## src/rtl/boot_seq_pkg.sv

```systemverilog
package boot_seq_pkg;

    // Sequencer phase: INIT latches the mode, LOAD walks, IDLE waits.
    typedef enum logic [1:0] {
        PH_INIT = 2'd0,
        PH_LOAD = 2'd1,
        PH_IDLE = 2'd2
    } boot_phase_e;

endpackage

```

## src/rtl/boot_trig_sync.sv

```systemverilog
module boot_trig_sync #(
    parameter int STAGES = 2
) (
    input  logic clk,
    input  logic rst_n,
    input  logic din,
    output logic dout
);
    logic [STAGES-1:0] sync_q;
    logic [STAGES-1:0] sync_d;

    always_comb begin
        sync_d[0] = din;
        for (int i = 1; i < STAGES; i++) begin
            sync_d[i] = sync_q[i-1];
        end
    end

    // Idle level of the request is high.
    always_ff @(posedge clk or negedge rst_n) begin
        if (!rst_n) sync_q <= '1;
        else        sync_q <= sync_d;
    end

    assign dout = sync_q[STAGES-1];
endmodule

```

## src/rtl/boot_trig_qual.sv

```systemverilog
module boot_trig_qual #(
    parameter int MIN_LOW = 15
) (
    input  logic clk,
    input  logic rst_n,
    input  logic enable,
    input  logic blocked,
    input  logic req_n_s,
    output logic fire
);
    localparam int LW = $clog2(MIN_LOW + 1);
    localparam logic [LW-1:0] LMAX = LW'(MIN_LOW);

    logic [LW-1:0] low_cnt_q;
    logic [LW-1:0] low_cnt_d;

    always_comb begin
        if (!enable || blocked) begin
            low_cnt_d = '0;
        end else if (!req_n_s) begin
            low_cnt_d = (low_cnt_q == LMAX) ? LMAX : low_cnt_q + 1'b1;
        end else begin
            low_cnt_d = '0;
        end
    end

    always_ff @(posedge clk or negedge rst_n) begin
        if (!rst_n) low_cnt_q <= '0;
        else        low_cnt_q <= low_cnt_d;
    end

    // Fire when the request comes back high after a long enough low phase.
    assign fire = enable && !blocked && req_n_s && (low_cnt_q == LMAX);
endmodule

```

## src/rtl/boot_addr_walk.sv

```systemverilog
module boot_addr_walk #(
    parameter int ADDR_W  = 24,
    parameter int IMG_LEN = 16
) (
    input  logic              clk,
    input  logic              rst_n,
    input  logic              restart,
    input  logic              go_down,
    input  logic              step,
    output logic [ADDR_W-1:0] addr,
    output logic              last
);
    localparam int CW = $clog2(IMG_LEN + 1);
    localparam logic [CW-1:0] LAST_IDX = CW'(IMG_LEN - 1);

    typedef struct packed {
        logic [ADDR_W-1:0] addr;
        logic [CW-1:0]     idx;
        logic              down;
    } walk_t;

    walk_t w_q;
    walk_t w_d;

    always_comb begin
        w_d = w_q;
        if (restart) begin
            w_d.addr = go_down ? '1 : '0;
            w_d.idx  = '0;
            w_d.down = go_down;
        end else if (step) begin
            w_d.addr = w_q.down ? w_q.addr - 1'b1 : w_q.addr + 1'b1;
            w_d.idx  = w_q.idx + 1'b1;
        end
    end

    always_ff @(posedge clk or negedge rst_n) begin
        if (!rst_n) w_q <= '0;
        else        w_q <= w_d;
    end

    assign addr = w_q.addr;
    assign last = (w_q.idx == LAST_IDX);
endmodule

```

## src/rtl/dual_image_boot_seq.sv

```systemverilog
module dual_image_boot_seq
    import boot_seq_pkg::*;
#(
    parameter int ADDR_W      = 24,
    parameter int IMG_LEN     = 16,
    parameter int MIN_LOW     = 15,
    parameter int SYNC_STAGES = 2
) (
    input  logic              clk,
    input  logic              rst_n,
    input  logic              mode_top,
    input  logic              reboot_en,
    input  logic              reboot_n,
    output logic [ADDR_W-1:0] flash_addr,
    output logic              rd_stb,
    output logic              busy,
    output logic              done,
    output logic              from_top
);
    typedef struct packed {
        boot_phase_e phase;
        logic        top;
    } seq_t;

    seq_t s_q;
    seq_t s_d;

    logic req_s;
    logic fire;
    logic restart;
    logic walk_last;

    boot_trig_sync #(.STAGES(SYNC_STAGES)) u_sync (
        .clk   (clk),
        .rst_n (rst_n),
        .din   (reboot_n),
        .dout  (req_s)
    );

    boot_trig_qual #(.MIN_LOW(MIN_LOW)) u_qual (
        .clk     (clk),
        .rst_n   (rst_n),
        .enable  (reboot_en),
        .blocked (busy),
        .req_n_s (req_s),
        .fire    (fire)
    );

    always_comb begin
        s_d     = s_q;
        restart = 1'b0;
        unique case (s_q.phase)
            PH_INIT: begin
                s_d.top   = mode_top;
                s_d.phase = PH_LOAD;
                restart   = 1'b1;
            end
            PH_LOAD: begin
                if (walk_last) s_d.phase = PH_IDLE;
            end
            PH_IDLE: begin
                if (fire) begin
                    s_d.top   = !s_q.top;
                    s_d.phase = PH_LOAD;
                    restart   = 1'b1;
                end
            end
            default: s_d.phase = PH_INIT;
        endcase
    end

    always_ff @(posedge clk or negedge rst_n) begin
        if (!rst_n) s_q <= '{phase: PH_INIT, top: 1'b0};
        else        s_q <= s_d;
    end

    boot_addr_walk #(.ADDR_W(ADDR_W), .IMG_LEN(IMG_LEN)) u_walk (
        .clk     (clk),
        .rst_n   (rst_n),
        .restart (restart),
        .go_down (s_d.top),
        .step    (rd_stb),
        .addr    (flash_addr),
        .last    (walk_last)
    );

    assign rd_stb   = (s_q.phase == PH_LOAD);
    assign busy     = (s_q.phase != PH_IDLE);
    assign done     = (s_q.phase == PH_IDLE);
    assign from_top = s_q.top;
endmodule

```

## config.mk

```make
export PLATFORM = sky130hd
export DESIGN_NAME = dual_image_boot_seq
export DESIGN_NICKNAME = d
export VERILOG_FILES = /design/src/rtl/boot_seq_pkg.sv /design/src/rtl/boot_trig_sync.sv /design/src/rtl/boot_trig_qual.sv /design/src/rtl/boot_addr_walk.sv /design/src/rtl/dual_image_boot_seq.sv
export SDC_FILE = /design/constraint.sdc
export NUM_CORES = 1
export LEC_CHECK = 0
export BUFFER_PORTS_ARGS = -buffer_cell sky130_fd_sc_hd__buf_2
export CAP_MARGIN = 40
export CORE_ASPECT_RATIO = 1.2
export CORE_MARGIN = 3
export CORE_UTILIZATION = 63
export CTS_CLUSTER_DIAMETER = 150
export DETAILED_ROUTE_END_ITERATION = 6
export GPL_TIMING_DRIVEN = 1
export HOLD_SLACK_MARGIN = 0.03
export PLACE_DENSITY_LB_ADDON = 0.25
export SYNTH_ARGS = -nofsm -noshare
export SYNTH_HDL_FRONTEND = slang
export SYNTH_SLANG_ARGS = --single-unit
```

## constraint.sdc

```tcl
create_clock -name clk -period 5.1 [get_ports clk]
set_input_delay 0.51 -clock clk [delete_from_list [all_inputs] [get_ports clk]]
set_output_delay 0.51 -clock clk [all_outputs]
set_load 0.02 [all_outputs]
```

; ---- Word-level counts from Yosys, hierarchy flattened
; Cells that the tools add are included.
[totals]
reg_bits = 39
input_bits = 5
out_inout_bits = 28
wordCells = 41
[op_classes]
addsub = 4
eq_ne = 7
muxes = 13
reduce_logical = 10
[ops]
columns = op, n
row1 = $mux W29, 2
row2 = $mux W24, 2
row3 = $add A24 B1 Y24 const B, 1
row4 = $sub A24 B1 Y24 const B, 1
row5 = $mux W4, 3
row6 = $pmux W2 S3, 1
row7 = $add A5 B1 Y5 const B, 1
row8 = $eq A5 B4 Y1 const B, 1
row9 = $add A4 B1 Y4 const B, 1
row10 = $eq A4 B4 Y1 const B, 1
row11 = $ne A2 B1 Y1 const B, 2
row12 = $pmux W1 S2, 2
row13 = $logic_and A1 B1 Y1, 3
row14 = $logic_not A1 Y1, 3
row15 = $mux W3, 1
row16 = $eq A2 B1 Y1 const B, 1
row17 = $eq A2 B2 Y1 const B, 1
row18 = $logic_not A2 Y1, 1
row19 = $mux W2, 1
row20 = $ne A2 B2 Y1 const B, 1
row21 = $reduce_and A2 Y1, 1
row22 = $reduce_bool A2 Y1, 1
row23 = $logic_or A1 B1 Y1, 1
row24 = $mux W1, 1

; ---- Depth between registers and ports, before layout
[depth]
ltp_word = 9
mapped_depth = 9
depth_no_buf = 9

; ---- Modules after synthesis
; From an unflattened synthesis, not the netlist that was laid out.
[unflattened]
hier_cells = 376
hier_area_um2 = 3103.0
[by_module_without_submodules]
columns = module, n_inst, cells_each, area_per_inst_um2, seq_area_each_um2
row1 = boot_addr_walk, 1, 338, 2676.3, 750.7
row2 = boot_trig_qual, 1, 19, 207.7, 100.1
row3 = dual_image_boot_seq, 1, 17, 166.4, 75.1
row4 = boot_trig_sync, 1, 2, 52.6, 52.6

; ---- Worst setup path before layout
; OpenSTA, ideal clock, no wires.
[synth_timing]
kind = reg-to-reg
from = register u_walk.w_q[0] (netlist bit)
to = register u_walk.w_q, in the netlist u_walk.addr[14]
setup_ns = 0.148
t_arrival_ns = 2.513
required_ns = 4.952
slack_ns = 2.439
stages_incl_launch_ff = 10
path_buffers = 0
period_less_slack_ns = 2.661
path_cell_list = dfrtp_1 inv_1 fa_1 nor2b_1 o31ai_1 a21o_1 o32a_1 o21a_1 xor2_1 a21oi_1
[synth_between]
elab_chain_len = 3
[synth_lines]
columns = element, line_no
row1 = from (decl), boot_addr_walk.sv:22  ; walk_t w_q;
row2 = from (signal assigned), boot_addr_walk.sv:39  ; else w_q <= w_d;
row3 = $mux W24, boot_addr_walk.sv:32  ; w_d.addr = w_q.down ? w_q.addr - 1'b1 : w_q.addr + 1'b1;
row4 = $mux W29, boot_addr_walk.sv:31  ; end else if (step) begin
row5 = $mux W29, boot_addr_walk.sv:27  ; if (restart) begin
; Every way passes these cells. The select of a mux whose other input is x is not followed.
; A chain may end at the register's enable or synchronous reset.

; ---- Worst setup path after layout
; Ends and elaborated chain as after synthesis.

==> results.toml <==
[yosys]
synth.net_count = 409
synth_seq_cells = 39
synth_top_cells_by_area = "dfrtp_1 (29%), ha_1 (9.7%), buf_4 (6.1%)"
avgSynthCellArea_um2 = 8.52
synth.largest_area_cell = "dfrtp_1"
synth_cell_type_count = 63
ys_warn_count = 0
synthCells = 378
yosys.area.top_type_share_pct = 28.7
seq_area_frac_synth_pct = 30.4
netlist_area_um2 = 3220
synth_enable_flop_cells = 0
synthArstFlopShare_pct = 100
synth_ff_type = "dfrtp_1"

[global_route]
antenna_found_initial = 0
grt_pass1_vias = 2682
grtUsageTotal_pct = 24.1
grt_remaining_overflow = 0
grt_max_degree = 26
grt_pass1_wl_mm = 12.0

[setup_path]
cp.arrival_ns = 3.35
crit_chain = "inv_1 -> fa_1 -> nor2b_1 -> o31ai_1 -> a21o_1 -> o32a_1 -> o21a_1 -> xor2_1 -> a21oi_1"
end_kind = "flip-flop"
crit_path_max_fanout = 25
reg2reg_to = "u_walk.addr[14]"
r2r-start = "u_walk.w_q[0]"
r2r_slack_ns = 1.97
startpoint_type = "flip-flop"
worst_r2r_path_depth = 9
critPathMaxStageDelay_ns = 0.93
cp_slowest_cell = "dfrtp_1"
path_class = "flip-flop to flip-flop"
cp.required_ns = 5.32

[cells_and_area]
utilization_pct = 70.1
fin_nets = 410
fill_cells = 395
drive_above_1_share_pct = 15.5
instances_no_fill = 438
area_growth_pct = 3.61
diodes = 0

[clocking]
cts_buffers = 5
cts_tree = "built"
post_cts_buffers = 0
htreeDepth = 2
clk_path_buf_depth = 2
hold_buffers = 0
post_cts_resized = 0
cts_sinks = 39
cts_root_buf = "clkbuf_8"
cts.clk_slew.worst_paths_ns = 0.08
clock_latency_ns = 0.30

[sta]
rsz0062_at_grt = "false"
timing.fmax_mhz = 319
finClkSkew_ns = 0.0104
fin_crit_ns = 3.13
final.setup.tns_ns = 0
hold_viol_final = 0
worst_slew_pin_slew_ns = 0.896
fin_ws_ns = 1.97
period_share_pct = 61.5
report.final.slew_viol_count = 0
relSlewSlack_pct = 40.3
finalSetupViolations = 0

[drt]
wire_per_inst_um = 16.0
firstDrtPassIters = 5
drt_iter0_drc = 141
via_per_inst = 6.33
ant_nets = 0
wl_mm = 7.00
drc = 0
dr_total_vias = 2771

[floorplanning]
core.rowCount = 27
die-area_um2 = 6010
start_util_pct = 67.6
coreArea_um2 = 4760
die_w_um = 71.3
dieHeight_um = 84.3
io_pins = 33

[place]
place_congestion = 0.910
portBuffers = 32
dp.cells = 430
dp_slack_ns = 2.02
hpwl_mm = 5.03

[flow_run]
drv_cap = 0

[min_path]
hold_class = "input pin to async pin"

[outcome]
status = "completed"

[pwr]
p_leak_nw = 1.55
p_per_area_nw_per_um2 = 598
peakVddDrop_mv = 0.346
total_power_w = 0.00200
## kinds of logic (layout without fill, tap and decap cells)
family	after synthesis	in the layout	share of synthesized area, %
AOI/OAI and AO/OA	127	127	26.1
xor gates and xnor gates	14	14	3.81
adders and majority gates	26	26	10.3
buffers and inverters	54	56	9.75
DFF	39	39	30.4
muxes	7	7	2.25
and+or+nand+nor	111	111	17.4
## final cells by class
| type | instances | area (um^2) | share of cell area, % |
|---|---|---|---|
| inverter | 14 | 52.6 | 1.57 |
| sequential | 39 | 978 | 29.3 |
| clock inverter | 2 | 35.0 | 1.05 |
| tap | 58 | 72.6 | 2.17 |
| timing repair buffer | 34 | 188 | 5.62 |
| multi-input combinational | 285 | 1930 | 57.8 |
| clock buffer | 6 | 82.6 | 2.47 |
## power breakdown
group,internal (W),switching (W)
registers,0.000398,0.0000886
clock network,0.000158,0.000115
logic,0.000519,0.000718
## how the worst max path moves through the flow
stage / startpoint / end / slack, ns
finish: u_walk.w_q[0] / u_walk.addr[14] / 1.97
global route: u_walk.w_q[0] / u_walk.addr[14] / 1.72
CTS: u_walk.w_q[0] / u_walk.addr[14] / 1.96
detailed placement: u_walk.w_q[0] / u_walk.addr[14] / 2.02
global placement: u_walk.w_q[0] / u_walk.addr[14] / 2.13
floorplan: u_walk.w_q[0] / u_walk.addr[14] / 2.44
## cell usage after synthesis, types with 4 or more instances
master / n
nor3_1: 10
o211ai_1: 4
xor2_1: 6
xnor2_1: 8
buf_2: 5
nor2b_1: 4
buf_4: 26
a21oi_1: 30
o21a_1: 8
nand2b_1: 7
nand2_1: 24
nand3_1: 14
o21ai_1: 4
clkbuf_1: 8
nor2_1: 32
ha_1: 25
a221o_1: 4
dfrtp_1: 37
inv_1: 13
o21ai_0: 32
mux2i_1: 5
a21o_1: 10
## metrics by stage
step | instance area, um^2 | hold WS [ns]
floorplan | 3220 | 0.214
global placement | 3200 | 0.346
detailed placement | 3220 | 0.351
CTS | 3340 | 0.115
global route | 3340 | 0.140
finish | 3340 | 0.123
## per-layer routing
layer / part of all wire (%) / vias to the layer above / GRT usage (%) / wire length, um
met3: 4.7 / 24 / 3.83 / 326
met5: 0 / - / 0 / 0
met1: 45 / 1305 / 31.1 / 3120
li1: - / 1363 / - / -
met4: 2.8 / 0 / 9.91 / 199
met2: 48 / 79 / 39.6 / 3350
## flip-flops by register name, summed over array words and instances, names as in the netlist
| signal | flops |
|---|---|
| u_qual.low_cnt_q | 4 |
| s_q | 2 |
| u_walk.w_q | 6 |
| from_top | 1 |
| u_sync.sync_q | 2 |
| u_walk.addr | 24 |
## cells in the final DEF, fill, tap and decap left out, types with 3 or more instances in the layout
| master | Yosys | layout |
|---|---|---|
| nand2b_1 | 7 | 7 |
| o22ai_1 | 3 | 3 |
| dfrtp_1 | 37 | 37 |
| nor2_1 | 32 | 32 |
| a21oi_1 | 30 | 30 |
| xnor2_1 | 8 | 8 |
| clkbuf_8 | 0 | 6 |
| inv_1 | 13 | 13 |
| o31ai_1 | 3 | 3 |
| o21ai_1 | 4 | 4 |
| o21a_1 | 8 | 8 |
| nor2b_1 | 4 | 4 |
| a21o_1 | 10 | 10 |
| o21ai_0 | 32 | 32 |
| o22a_1 | 3 | 3 |
| ha_1 | 25 | 25 |
| nor3_1 | 10 | 10 |
| or3_1 | 3 | 3 |
| and3_1 | 3 | 3 |
| buf_2 | 5 | 32 |
| a221o_1 | 4 | 4 |
| nand3_1 | 14 | 14 |
| o211ai_1 | 4 | 4 |
| a211oi_1 | 3 | 3 |
| mux2i_1 | 5 | 5 |
| xor2_1 | 6 | 6 |
| nand2_1 | 24 | 24 |
## worst max-delay path, delay by kind of cell, from the launching register on
| family | cells | cell delay, ns |
|---|---|---|
| DFF | 1 | 0.93 |
| and+or+nand+nor | 1 | 0.20 |
| AOI/OAI and AO/OA | 5 | 1.08 |
| adders and majority gates | 1 | 0.45 |
| xor gates and xnor gates | 1 | 0.15 |
| buffers and inverters | 1 | 0.24 |
No activity file was read; power rests on OpenSTA's default activity.
